## src/rtl/stk_pkg.sv

```systemverilog
package stk_pkg;
  typedef enum logic [3:0] {
    CMD_NOP  = 4'd0,
    CMD_PUSH = 4'd1,
    CMD_POP  = 4'd2,
    CMD_CALL = 4'd3,
    CMD_RET  = 4'd4,
    CMD_INT  = 4'd5,
    CMD_IRET = 4'd6,
    CMD_RSP  = 4'd7,
    CMD_LOAD = 4'd8
  } stk_cmd_e;

  typedef enum logic [2:0] {
    SL_PCL  = 3'd0,
    SL_PCH  = 3'd1,
    SL_X    = 3'd2,
    SL_A    = 3'd3,
    SL_CC   = 3'd4,
    SL_DATA = 3'd5
  } stk_slot_e;

  localparam int FRAME_MAX = 5;
  localparam int IDX_W     = $clog2(FRAME_MAX);
endpackage

```

## src/rtl/stk_ptr_reg.sv

```systemverilog
module stk_ptr_reg #(
  parameter int LO_W = 8
) (
  input  logic            clk_i,
  input  logic            rst_ni,
  input  logic            rsp_i,
  input  logic            ld_i,
  input  logic [LO_W-1:0] ld_val_i,
  input  logic            dec_i,
  input  logic            inc_i,
  output logic [LO_W-1:0] lo_o
);
  logic [LO_W-1:0] lo_q;

  always_ff @(posedge clk_i or negedge rst_ni) begin
    if (!rst_ni)    lo_q <= '1;
    else if (rsp_i) lo_q <= '1;
    else if (ld_i)  lo_q <= ld_val_i;
    else if (dec_i) lo_q <= lo_q - 1'b1;  // wraps silently
    else if (inc_i) lo_q <= lo_q + 1'b1;
  end

  assign lo_o = lo_q;
endmodule

```

## src/rtl/stk_frame_seq.sv

```systemverilog
module stk_frame_seq
  import stk_pkg::*;
#(
  parameter int DATA_W = 8
) (
  input  logic              clk_i,
  input  logic              rst_ni,
  input  logic              start_i,
  input  stk_cmd_e          cmd_i,
  input  logic [DATA_W-1:0] data_i,
  input  logic [2*DATA_W-1:0] pc_i,
  input  logic [DATA_W-1:0] x_i,
  input  logic [DATA_W-1:0] a_i,
  input  logic [DATA_W-1:0] cc_i,
  output logic              active_o,
  output logic              push_o,
  output logic [DATA_W-1:0] byte_o,
  output stk_slot_e         slot_o
);
  logic [DATA_W-1:0] dbuf_d [FRAME_MAX];
  stk_slot_e         sbuf_d [FRAME_MAX];
  logic [IDX_W-1:0]  last_d;
  logic              push_d;

  logic [DATA_W-1:0] dbuf_q [FRAME_MAX];
  stk_slot_e         sbuf_q [FRAME_MAX];
  logic [IDX_W-1:0]  last_q, idx_q;
  logic              active_q, push_q;

  always_comb begin
    for (int i = 0; i < FRAME_MAX; i++) begin
      dbuf_d[i] = '0;
      sbuf_d[i] = SL_DATA;
    end
    last_d = '0;
    push_d = 1'b0;
    unique case (cmd_i)
      CMD_PUSH: begin
        push_d = 1'b1;
        dbuf_d[0] = data_i;
      end
      CMD_CALL: begin
        push_d = 1'b1;
        last_d = IDX_W'(1);
        dbuf_d[0] = pc_i[DATA_W-1:0];       sbuf_d[0] = SL_PCL;
        dbuf_d[1] = pc_i[2*DATA_W-1:DATA_W]; sbuf_d[1] = SL_PCH;
      end
      CMD_INT: begin
        push_d = 1'b1;
        last_d = IDX_W'(4);
        dbuf_d[0] = pc_i[DATA_W-1:0];       sbuf_d[0] = SL_PCL;
        dbuf_d[1] = pc_i[2*DATA_W-1:DATA_W]; sbuf_d[1] = SL_PCH;
        dbuf_d[2] = x_i;                    sbuf_d[2] = SL_X;
        dbuf_d[3] = a_i;                    sbuf_d[3] = SL_A;
        dbuf_d[4] = cc_i;                   sbuf_d[4] = SL_CC;
      end
      CMD_RET: begin
        last_d = IDX_W'(1);
        sbuf_d[0] = SL_PCH;
        sbuf_d[1] = SL_PCL;
      end
      CMD_IRET: begin
        last_d = IDX_W'(4);
        sbuf_d[0] = SL_CC;
        sbuf_d[1] = SL_A;
        sbuf_d[2] = SL_X;
        sbuf_d[3] = SL_PCH;
        sbuf_d[4] = SL_PCL;
      end
      default: ;  // single pop uses defaults
    endcase
  end

  always_ff @(posedge clk_i or negedge rst_ni) begin
    if (!rst_ni) begin
      active_q <= 1'b0;
      push_q   <= 1'b0;
      idx_q    <= '0;
      last_q   <= '0;
      for (int i = 0; i < FRAME_MAX; i++) begin
        dbuf_q[i] <= '0;
        sbuf_q[i] <= SL_DATA;
      end
    end else if (start_i) begin
      active_q <= 1'b1;
      push_q   <= push_d;
      idx_q    <= '0;
      last_q   <= last_d;
      for (int i = 0; i < FRAME_MAX; i++) begin
        dbuf_q[i] <= dbuf_d[i];
        sbuf_q[i] <= sbuf_d[i];
      end
    end else if (active_q) begin
      if (idx_q == last_q) active_q <= 1'b0;
      else                 idx_q    <= idx_q + 1'b1;
    end
  end

  assign active_o = active_q;
  assign push_o   = push_q;
  assign byte_o   = dbuf_q[idx_q];
  assign slot_o   = sbuf_q[idx_q];
endmodule

```

## src/rtl/stk_engine.sv

```systemverilog
module stk_engine
  import stk_pkg::*;
#(
  parameter int          DATA_W  = 8,
  parameter int          PAGE_W  = 8,
  parameter logic [PAGE_W-1:0] PAGE_ID = 8'h01,
  localparam int         LO_W    = DATA_W,
  localparam int         ADDR_W  = PAGE_W + LO_W
) (
  input  logic                clk_i,
  input  logic                rst_ni,
  input  logic                cmd_valid_i,
  input  logic [3:0]          cmd_i,
  input  logic [DATA_W-1:0]   data_i,
  input  logic [2*DATA_W-1:0] pc_i,
  input  logic [DATA_W-1:0]   x_i,
  input  logic [DATA_W-1:0]   a_i,
  input  logic [DATA_W-1:0]   cc_i,
  output logic [ADDR_W-1:0]   sp_o,
  output logic [ADDR_W-1:0]   mem_addr_o,
  output logic                mem_we_o,
  output logic                mem_re_o,
  output logic [DATA_W-1:0]   mem_wdata_o,
  output logic [2:0]          slot_o,
  output logic                busy_o
);
  stk_cmd_e        cmd;
  stk_slot_e       slot;
  logic            accept, is_frame, start, active, push;
  logic [LO_W-1:0] lo, lo_up;
  logic [DATA_W-1:0] seq_byte;

  assign cmd    = stk_cmd_e'(cmd_i);
  assign accept = cmd_valid_i && !active;

  always_comb begin
    unique case (cmd)
      CMD_PUSH, CMD_POP, CMD_CALL, CMD_RET, CMD_INT, CMD_IRET: is_frame = 1'b1;
      default: is_frame = 1'b0;
    endcase
  end
  assign start = accept && is_frame;

  stk_ptr_reg #(.LO_W(LO_W)) u_ptr (
    .clk_i    (clk_i),
    .rst_ni   (rst_ni),
    .rsp_i    (accept && cmd == CMD_RSP),
    .ld_i     (accept && cmd == CMD_LOAD),
    .ld_val_i (data_i),
    .dec_i    (active && push),
    .inc_i    (active && !push),
    .lo_o     (lo)
  );

  stk_frame_seq #(.DATA_W(DATA_W)) u_seq (
    .clk_i    (clk_i),
    .rst_ni   (rst_ni),
    .start_i  (start),
    .cmd_i    (cmd),
    .data_i   (data_i),
    .pc_i     (pc_i),
    .x_i      (x_i),
    .a_i      (a_i),
    .cc_i     (cc_i),
    .active_o (active),
    .push_o   (push),
    .byte_o   (seq_byte),
    .slot_o   (slot)
  );

  // pop pre-increments: read at the slot above the free one
  assign lo_up       = lo + 1'b1;
  assign sp_o        = {PAGE_ID, lo};
  assign mem_addr_o  = {PAGE_ID, (active && !push) ? lo_up : lo};
  assign mem_we_o    = active && push;
  assign mem_re_o    = active && !push;
  assign mem_wdata_o = (active && push) ? seq_byte : '0;
  assign slot_o      = slot;
  assign busy_o      = active;
endmodule

```

## config.mk

```make
export PLATFORM = sky130hd
export DESIGN_NAME = stk_engine
export DESIGN_NICKNAME = d
export VERILOG_FILES = /design/src/rtl/stk_pkg.sv /design/src/rtl/stk_ptr_reg.sv /design/src/rtl/stk_frame_seq.sv /design/src/rtl/stk_engine.sv
export SDC_FILE = /design/constraint.sdc
export NUM_CORES = 1
export LEC_CHECK = 0
export BUFFER_PORTS_ARGS = -buffer_cell sky130_fd_sc_hd__buf_4
export CAP_MARGIN = 20
export CORE_MARGIN = 2
export CORE_UTILIZATION = 52
export CTS_CLUSTER_SIZE = 28
export DETAILED_ROUTE_END_ITERATION = 8
export GPL_TIMING_DRIVEN = 0
export PLACE_DENSITY = 0.8
export SLEW_MARGIN = 20
export SYNTH_ARGS = -nofsm -noshare
export SYNTH_HDL_FRONTEND = slang
export SYNTH_SLANG_ARGS = --single-unit
export TNS_END_PERCENT = 5
```

## constraint.sdc

```tcl
create_clock -name clk_i -period 2.4 [get_ports clk_i]
set_input_delay 0.36 -clock clk_i [delete_from_list [all_inputs] [get_ports clk_i]]
set_output_delay 0.36 -clock clk_i [all_outputs]
set_load 0.02 [all_outputs]
```

==> results.tsv, run 1 <==
metric	value	unit
drc	0	
drt_pre_antenna_iters	5	
drt_wl_total	9637	µm
grt_pass1_wl	15040	µm
leakage	2.228	nW
place_hpwl	6868	µm
wirelength_met1	3960	µm
synth.distinct_cells	53	
clk_pin_slew	0.07	ns
clock_sinks	64	
final_cells	547	
clock-root-buffer	clkbuf_8	
slew_viol_final	0	
synth_top_cell_by_area	dfrtp_1	
cts_tree	yes	
synthCells	355	
cp.required	2.04	ns
rsz0062_at_grt	yes	
track_usage	26.14	%
end_kind	output pin	
cts_buffer_depth	2	
synthTopCellsByCount	50 x dfrtp_1, 40 x nand2_1, 24 x a22o_1, 20 x o21ai_1, 18 x nor2_1	
via_per_inst	5.870	
grt_pass1_vias	3064	
die_w	86.90	µm
yosysSeqAreaShare	45.31	%
dr_wl_met2	4654	µm
row_count	30	
wl_per_cell	17.62	µm
nets	520	
portBuffers	82	
fin_tns_setup	0	ns
placed_cells	531	
period_share	97.24	%
tightest_slew	0.9177	ns
grt_max_degree	65	
fin_crit	2.334	ns
max_freq	428.5	MHz
synth_warnings	0	
wl_met3	814	µm
final_util	69.01	%
die_area	0.007551	mm²
vdd_drop_max	0.5217	mV
ys_ff_latch	64	
synthDominantCellAreaShare	35.01	%
syn2layout_area_growth	29.76	%
final-setup-viol-count	0	
antenna_cells	0	
crit_path_start_kind	flip-flop	
synth.avg_cell_area	10.07	µm²
maxCapViolations	0	
total_power	0.004903	W
dpl_cell_area	0.004342	mm²
antenna_left	0	
hold_buffers	0	
skew	0.009750	ns
power_density	1057	mW/mm²
async_reset_ff_share	100.0	%
start_util	53.18	%
cts_max_level	3	
synth_area_leaders	dfrtp_1 35%, dfstp_2 10%, a22o_1 5.9%	
top_layer_used	met4	
synth.most_common_cell	dfrtp_1	
insertion_delay	0.34	ns
path_max_fanout	10	
status	finished, final reports clean	
boundaryPins	101	
hp-class	primary input to async pin	
worstPathArrival	1.97	ns
hold_viol	0	
slew_headroom	38.66	%
synth-edff-count	0	
gp_congestion	0.8771	
drtIter0Drc	274	
criticalPathCategory	flip-flop to output pin	
antenna_found_initial	0	
cts_made_buffers	9	
die_y	86.90	µm
gr-total-overflow	0	
route.vias.total	3211	
synth-main-ff-cell	dfrtp_1	
core-area	0.006719	mm²
fin_area	0.004637	mm²
synthesis.area	0.003573	mm²
drive_gt1_share	37.04	%
[timing repair]
item | in CTS | in global routing
setup endpoints to repair | 13 | 13
gates resized for setup | 7 | 5
buffers inserted | 0 | 2
pin swaps | 1 | 2
[power breakdown]
group / internal [W] / total [W] / switching, W
clock: 0.000722 / 0.00118 / 0.000454
combinational: 0.000927 / 0.00200 / 0.00108
sequential: 0.00143 / 0.00172 / 0.000294
[per-layer routing]
layer  up-vias  track usage [%]
met4         0            10.80
met1      1563            34.24
met3        26            6.540
met5         -                0
li1       1462                -
met2       160            41.64
[state kept, by name, indices dropped and copies added (netlist names)]
signal	count
u_seq.active_o	1
u_ptr.lo_o	8
u_seq.last_q	2
u_seq.idx_q	3
u_seq.push_o	1
u_seq.sbuf_q	9
u_seq.dbuf_q	40
[placed cells by master (no fill, tap or decap), types with 4 or more instances in the layout]
| cell type | Yosys | routed |
|---|---|---|
| nand2_1 | 40 | 40 |
| conb_1 | 2 | 16 |
| nor3_1 | 5 | 5 |
| dfstp_2 | 14 | 14 |
| xnor2_1 | 4 | 4 |
| a22oi_1 | 17 | 17 |
| clkbuf_1 | 10 | 4 |
| dfrtp_1 | 50 | 50 |
| o21ai_0 | 13 | 13 |
| mux2i_1 | 4 | 4 |
| a22o_1 | 24 | 24 |
| a21o_1 | 5 | 5 |
| clkbuf_8 | 0 | 10 |
| xor2_1 | 7 | 7 |
| o21ai_1 | 20 | 20 |
| nand3_1 | 9 | 9 |
| mux2_2 | 4 | 4 |
| inv_1 | 9 | 9 |
| a21oi_1 | 8 | 8 |
| buf_4 | 17 | 100 |
| buf_2 | 15 | 15 |
| mux4_2 | 8 | 8 |
| nor2_1 | 18 | 18 |
| nor3b_1 | 4 | 4 |
[area by class of cell]
cell class	count	area, µm²
multi-input cells	252	1718
well taps	80	100.1
inverters	9	33.78
fillers	528	2082
repair buffers	84	643.1
flip-flops and latches	64	1619
clock buffers	10	137.6
plain buffers	42	271.5
clock inverters	6	113.9
[metrics by stage]
step / hold slack (ns) / setup WS (ns)
after detailed placement: 0.4628 / 0.01749
after floorplan: 0.06441 / 0.3726
after global placement: 0.4537 / 0.03033
final: 0.1001 / 0.06633
after global routing: 0.1590 / -0.04100
after CTS: 0.1186 / -0.00006373
[kinds of logic after synthesis]
group	synth area share (%)
other cells	0.2102
simple gates	15.48
xor+xnor	2.696
fa+ha+maj	1.051
mux	7.843
buf+inv	8.298
compound gates	19.12
flops	45.31
[final timing paths]
check | startpoint | to | slack (ns) | cells after the start
setup / recovery | u_seq.idx_q[1] | mem_wdata_o[6] | 0.07 | 6
hold / removal | rst_ni | u_seq.dbuf_q[6] | 0.10 | 1
setup reg to reg | u_seq.active_o | u_seq.dbuf_q[10] | 0.60 | 6
hold reg to reg | u_seq.sbuf_q[9] | u_seq.sbuf_q[9] | 0.48 | 2
max in group asynchronous | rst_ni | u_seq.dbuf_q[10] | 1.77 | 1
min in group clk_i | a_i[4] | u_seq.dbuf_q[12] | 0.23 | 2
[critical path, stage by stage, from the launching register on]
cell and delay (ns):
dfrtp_1 0.36, buf_2 0.26, clkbuf_4 0.28, mux4_2 0.31, a22oi_1 0.15, nor2_1 0.08, buf_4 0.19
(Power assumes the default switching activity.)
==> run 2, diff against run 1 <==
BUFFER_PORTS_ARGS = default   (was -buffer_cell sky130_fd_sc_hd__buf_4)
CORE_UTILIZATION = 63   (was 52)
DONT_BUFFER_PORTS = 1   (was default)
PLACE_DENSITY = 0.79   (was 0.8)
==> run 2 against run 1 <==
Global-route usage up 4.5 points. First-iteration DRC count increased by 17%. Routed wire length shrank 4.4%. Via count decreased by 10%. Sequential power rose by 5%. Clock power fell by 12%. Critical path type unchanged. Highest routed layer unchanged.
==> results.tsv, run 2 (synthesis results as in run 1) <==
metric	value	unit	change
cts_max_level	3		unchanged
layout_common_cells	50 x dfrtp_1, 40 x nand2_1, 24 x a22o_1		was 100 x buf_4, 50 x dfrtp_1, 40 x nand2_1
status	finished, final reports clean		unchanged
whs	0.1329	ns	was 0.1001 ns
power_density	1090	mW/mm²	was 1057 mW/mm²
cts_tree	yes		unchanged
maxCapViolations	0		unchanged
route.vias.total	2888		was 3,211
gp_congestion	0.8172		was 0.8771
drt_pre_antenna_iters	5		unchanged
hold_viol	0		unchanged
grt_max_degree	65		unchanged
drtIter0Drc	321		was 274
max_freq	419.9	MHz	was 428.5 MHz
drt_wl_total	9213	µm	was 9637 µm
fin_area	0.004085	mm²	was 0.004637 mm²
drc	0		unchanged
drive_gt1_share	26.48	%	was 37.04%
insertion_delay	0.34	ns	about the same
path_max_fanout	8		was 10
cts_buffer_depth	2		unchanged
leakage	1.853	nW	was 2.228 nW
core-area	0.005507	mm²	was 0.006719 mm²
regMostFlops	u_seq.dbuf_q		unchanged
rrSetupSlack	0.39	ns	was 0.60 ns
die_y	79.32	µm	was 86.90 µm
min_from	data_i[1]		
end_kind	output pin		unchanged
slew_headroom	43.84	%	was 38.66%
start_util	64.89	%	was 53.18%
rsz0062_at_grt	yes		unchanged
nets	442		was 520
clock-root-buffer	clkbuf_8		unchanged
clock_sinks	64		unchanged
hp-class	primary input to flip-flop		was primary input to async pin
row_count	27		was 30
dpl_cell_area	0.003716	mm²	was 0.004342 mm²
r2r-end	u_ptr.lo_o[1]		was u_seq.dbuf_q[10]
track_usage	30.60	%	was 26.14%
via_per_inst	6.265		was 5.870
crit_path_start_kind	flip-flop		unchanged
cp.required	2.04	ns	about the same
die_w	79.32	µm	was 86.90 µm
syn2layout_area_growth	14.32	%	was 29.76%
boundaryPins	101		unchanged
place_hpwl	6461	µm	was 6868 µm
antenna_left	0		unchanged
antenna_cells	0		unchanged
wl_per_cell	19.98	µm	was 17.62 µm
fin_crit	2.381	ns	was 2.334 ns
portBuffers	0		was 82
worstPathArrival	2.02	ns	was 1.97 ns
largest_reg_flops	40		unchanged
whs_endpoint	u_ptr.lo_o[1]		
gr-total-overflow	0		unchanged
clk_pin_slew	0.07	ns	about the same
grt_pass1_vias	2911		was 3,064
grt_pass1_wl	14540	µm	was 15,040 µm
min_path_cells	2		
vdd_drop_max	0.6351	mV	was 0.5217 mV
skew	0.01407	ns	was 0.009750 ns
antenna_found_initial	0		unchanged
period_share	99.23	%	was 97.24%
slew_viol_final	0		unchanged
final-setup-viol-count	0		unchanged
tightest_slew	0.8403	ns	was 0.9177 ns
r2r_cells	6		unchanged
final_common_cell	dfrtp_1		was buf_4
criticalPathCategory	flip-flop to output pin		unchanged
timing.rr.start	u_seq.active_o		unchanged
die_area	0.006291	mm²	was 0.007551 mm²
cts_made_buffers	9		unchanged
## run 2: how the worst max path moves through the flow
stage,cells after the start,start,end,slack (ns)
2_1_floorplan,4,u_ptr.lo_o[2],mem_addr_o[5],0.37
3_3_place_gp,5,u_seq.idx_q[0],mem_wdata_o[0],0.05
3_5_place_dp,5,u_seq.idx_q[0],mem_wdata_o[6],-0.004
4_1_cts,4,u_ptr.lo_o[0],mem_addr_o[6],-0.003
5_1_grt,4,u_ptr.lo_o[1],mem_addr_o[6],-0.07
6_report,4,u_ptr.lo_o[0],mem_addr_o[6],0.02
## run 2: area by class of cell
cell class                      instances  area [µm²]
Buffer                                 44       277.8
Sequential cell                        64        1623
Inverter                                9       33.78
Timing Repair Buffer                    4       65.06
Tap cell                               72       90.09
Multi-Input combinational cell        252        1774
Clock buffer                           11       141.4
Fill cell                             402        1421
Clock inverter                          5       80.08
## run 2: critical path, stage by stage, from the launching register on
cell,delay (ns)
dfstp_4,0.71
ha_4,0.16
and4b_1,0.24
nand4_1,0.22
xnor2_2,0.36
## run 2: what timing repair did
item                       4_1_cts  5_1_grt
hold buffers                     2        0
gates resized for setup         12       14
hold endpoints to repair        64        0
setup endpoints to repair       15       15
cloned                           0        0
buffers inserted                 1        1
pin swaps                        2        1
## run 2: report_power, final
part           switching (W)  internal (W)
registers           0.000364       0.00144
clock network       0.000426      0.000612
logic               0.000967      0.000649
total                0.00176       0.00270
## run 2: per-stage QoR
stage                     instances  setup TNS, ns  power [W]  setup WS, ns  util, %
after detailed placement        441      -0.004100   0.003264     -0.004100    67.48
after global placement          441              0   0.003201       0.04737    67.48
after global routing            461       -0.08356   0.004705      -0.06912    74.19
after floorplan                 369              0   0.002946        0.3726        -
final                           461              0   0.004455       0.01859    74.19
after CTS                       460      -0.003370   0.004400     -0.003370    73.26
## run 2: per-layer routing
| metal | up-vias | wire length, µm | GRT usage (%) |
|---|---|---|---|
| li1 | 1313 | - | - |
| met1 | 1417 | 3554 | 39.50 |
| met2 | 139 | 4512 | 48.73 |
| met3 | 19 | 948 | 8.977 |
| met4 | 0 | 196 | 12.07 |
| met5 | - | 0 | 0 |
==> run 3, diff against run 2 <==
==> constraint.sdc (replaced) <==
create_clock -name clk_i -period 2.4 [get_ports clk_i]
set_input_delay 0.48 -clock clk_i [delete_from_list [all_inputs] [get_ports clk_i]]
set_output_delay 0.48 -clock clk_i [all_outputs]
set_load 0.02 [all_outputs]
==> run 3 against run 2 <==
The flow now finishes with violations (hold timing, setup timing). Largest cell class unchanged. Flip-flop and latch count unchanged. Hold slack got worse by 0.15 ns. Critical endpoint unchanged. Total power increased by 0.77%. Worst setup slack got worse by 0.12 ns. Clock-buffer cell count unchanged. Clock skew decreased by 0.0014 ns. Via count increased by 0.24%. Combinational power about the same. Clock power about the same. Critical path type unchanged. Core utilization increased by 0.32 points. Maximum frequency decreased by 4.6%.
==> results.tsv, run 3 (synthesis results as in run 1) <==
metric	value	unit	change
p_int	0.002718	W	was 0.002698 W
hold_viol	6		was 0
p_clk_share	23.1	%	was 23.3%
largest_reg_flops	40		unchanged
drtIter0Drc	253		was 321
status	complete, but fails checks		was finished, final reports clean
die_y	79.32	µm	unchanged
total_power	0.004489	W	was 0.004455 W
final-setup-viol-count	3		was 0
insertion_delay	0.35	ns	was 0.34 ns
tightest_slew	0.8115	ns	was 0.8403 ns
nFillCells	394		was 402
core-area	0.005507	mm²	unchanged
worstPathArrival	2.02	ns	about the same
wl_per_cell	20.07	µm	was 19.98 µm
fin_crit	2.498	ns	was 2.381 ns
place_hpwl	6461	µm	unchanged
die_w	79.32	µm	unchanged
antenna_left	0		unchanged
syn2layout_area_growth	14.81	%	was 14.32%
seqPwrFrac	40.1	%	was 40.4%
power.switching_fraction	39.45	%	was 39.42%
layout_common_cells	49 x dfrtp_1, 40 x nand2_1, 24 x a22o_1		was 50 x dfrtp_1, 40 x nand2_1, 24 x a22o_1
leakage	1.855	nW	was 1.853 nW
end_kind	output pin		unchanged
max_freq	400.4	MHz	was 419.9 MHz
clock-root-buffer	clkbuf_8		unchanged
gp_congestion	0.8172		unchanged
cts_made_buffers	9		unchanged
p_sw	0.001771	W	was 0.001756 W
period_share	104.1	%	was 99.23%
cts_max_level	3		unchanged
grt_pass1_wl	14480	µm	was 14,540 µm
drc	0		unchanged
cts_tree	yes		unchanged
slew_headroom	45.76	%	was 43.84%
gr-total-overflow	0		unchanged
route.vias.total	2895		was 2,888
whs	-0.01721	ns	was 0.1329 ns
hp-class	primary input to async pin		was primary input to flip-flop
wirelength_met1	3633	µm	was 3554 µm
final_util	74.51	%	was 74.19%
power_density	1094	mW/mm²	was 1090 mW/mm²
criticalPathCategory	flip-flop to output pin		unchanged
track_usage	30.47	%	was 30.60%
final_common_cell	dfrtp_1		unchanged
boundaryPins	101		unchanged
cp.required	1.92	ns	was 2.04 ns
slew_viol_final	0		unchanged
nets	442		unchanged
r2r-end	u_seq.dbuf_q[5]		was u_ptr.lo_o[1]
cts_buffer_depth	2		unchanged
vdd_drop_max	0.6664	mV	was 0.6351 mV
r2r_cells	6		unchanged
pre_cts_ws	-0.1241	ns	was -0.004100 ns
top_layer_used	met4		unchanged
rrSetupSlack	0.49	ns	was 0.39 ns
combPwrFrac	36.8	%	was 36.3%
row_count	27		unchanged
grt_max_degree	65		unchanged
portBuffers	0		unchanged
skew	0.01265	ns	was 0.01407 ns
crit_path_start_kind	flip-flop		unchanged
die_area	0.006291	mm²	unchanged
start_util	64.89	%	unchanged
clk_pin_slew	0.08	ns	was 0.07 ns
maxCapViolations	0		unchanged
path_max_fanout	8		unchanged
regMostFlops	u_seq.dbuf_q		unchanged
timing.rr.start	u_seq.active_o		unchanged
violations	hold timing, setup timing		
antenna_cells	0		unchanged
fin_tns_setup	-0.1986	ns	was 0 ns
antenna_found_initial	0		unchanged
wl_met3	902	µm	was 948 µm
worst_slack	-0.09752	ns	was 0.01859 ns
drt_pre_antenna_iters	5		unchanged
via_per_inst	6.280		was 6.265
drt_wl_total	9250	µm	was 9213 µm
dr_wl_met2	4518	µm	was 4512 µm
drive_gt1_share	28.53	%	was 26.48%
clock_sinks	64		unchanged
grt_pass1_vias	2899		was 2,911
rsz0062_at_grt	yes		unchanged
[run 3: cell count changes in the layout (fill, tap and decap cells not counted), sizes merged]
cell	previous run	this run
dlygate4sd3	1	0
buf	36	37
[run 3: per-stage QoR]
stage | area (µm²) | cells
3_3_place_gp | 3716 | 441
6_report | 4103 | 461
2_1_floorplan | 3626 | 369
3_5_place_dp | 3716 | 441
5_1_grt | 4103 | 461
4_1_cts | 4029 | 459
[run 3: layer usage]
| metal | up-vias | global-route usage, % |
|---|---|---|
| met5 | - | 0 |
| met4 | 0 | 12.07 |
| met3 | 19 | 9.091 |
| met2 | 143 | 48.64 |
| met1 | 1425 | 39.12 |
| li1 | 1308 | - |
[run 3: repair_timing]
action,4_1_cts,5_1_grt
setup endpoints to repair,18,19
pin swaps,2,2
hold buffers,1,0
endpoints found under the hold margin,64,0
buffers inserted,1,2
gates resized for setup,15,21
[run 3: how the worst max path moves through the flow]
stage,endpoint,from
floorplan,mem_addr_o[5],u_ptr.lo_o[2]
global placement,mem_wdata_o[0],u_seq.idx_q[0]
detailed placement,mem_wdata_o[6],u_seq.idx_q[0]
CTS,mem_addr_o[6],u_ptr.lo_o[0]
global route,mem_addr_o[6],u_ptr.lo_o[0]
finish,mem_addr_o[6],u_ptr.lo_o[0]
[run 3: area by class of cell]
type	count	area, µm²	share of cell area [%]
clock buffer	11	141.4	3.446
multi-input combinational	252	1788	43.58
clock inverter	5	80.08	1.952
buffer	44	286.5	6.984
inverter	9	33.78	0.8234
sequential	64	1620	39.49
tap	72	90.09	2.196
timing repair buffer	4	62.56	1.525
[run 3: power groups by stage]
stage | Clock (W) | Sequential, W | Combinational, W
finish | 0.00104 | 0.00180 | 0.00165
floorplan | 0 | 0.00170 | 0.00124
global placement | 0 | 0.00177 | 0.00143
global route | 0.00110 | 0.00183 | 0.00181
CTS | 0.00105 | 0.00177 | 0.00158
detailed placement | 0 | 0.00179 | 0.00148
[run 3: critical path, cell delays in order, from the launching register on]
cell and delay, ns:
dfstp_2 0.70, ha_4 0.18, and4b_1 0.24, nand4_1 0.21
xnor2_2 0.35
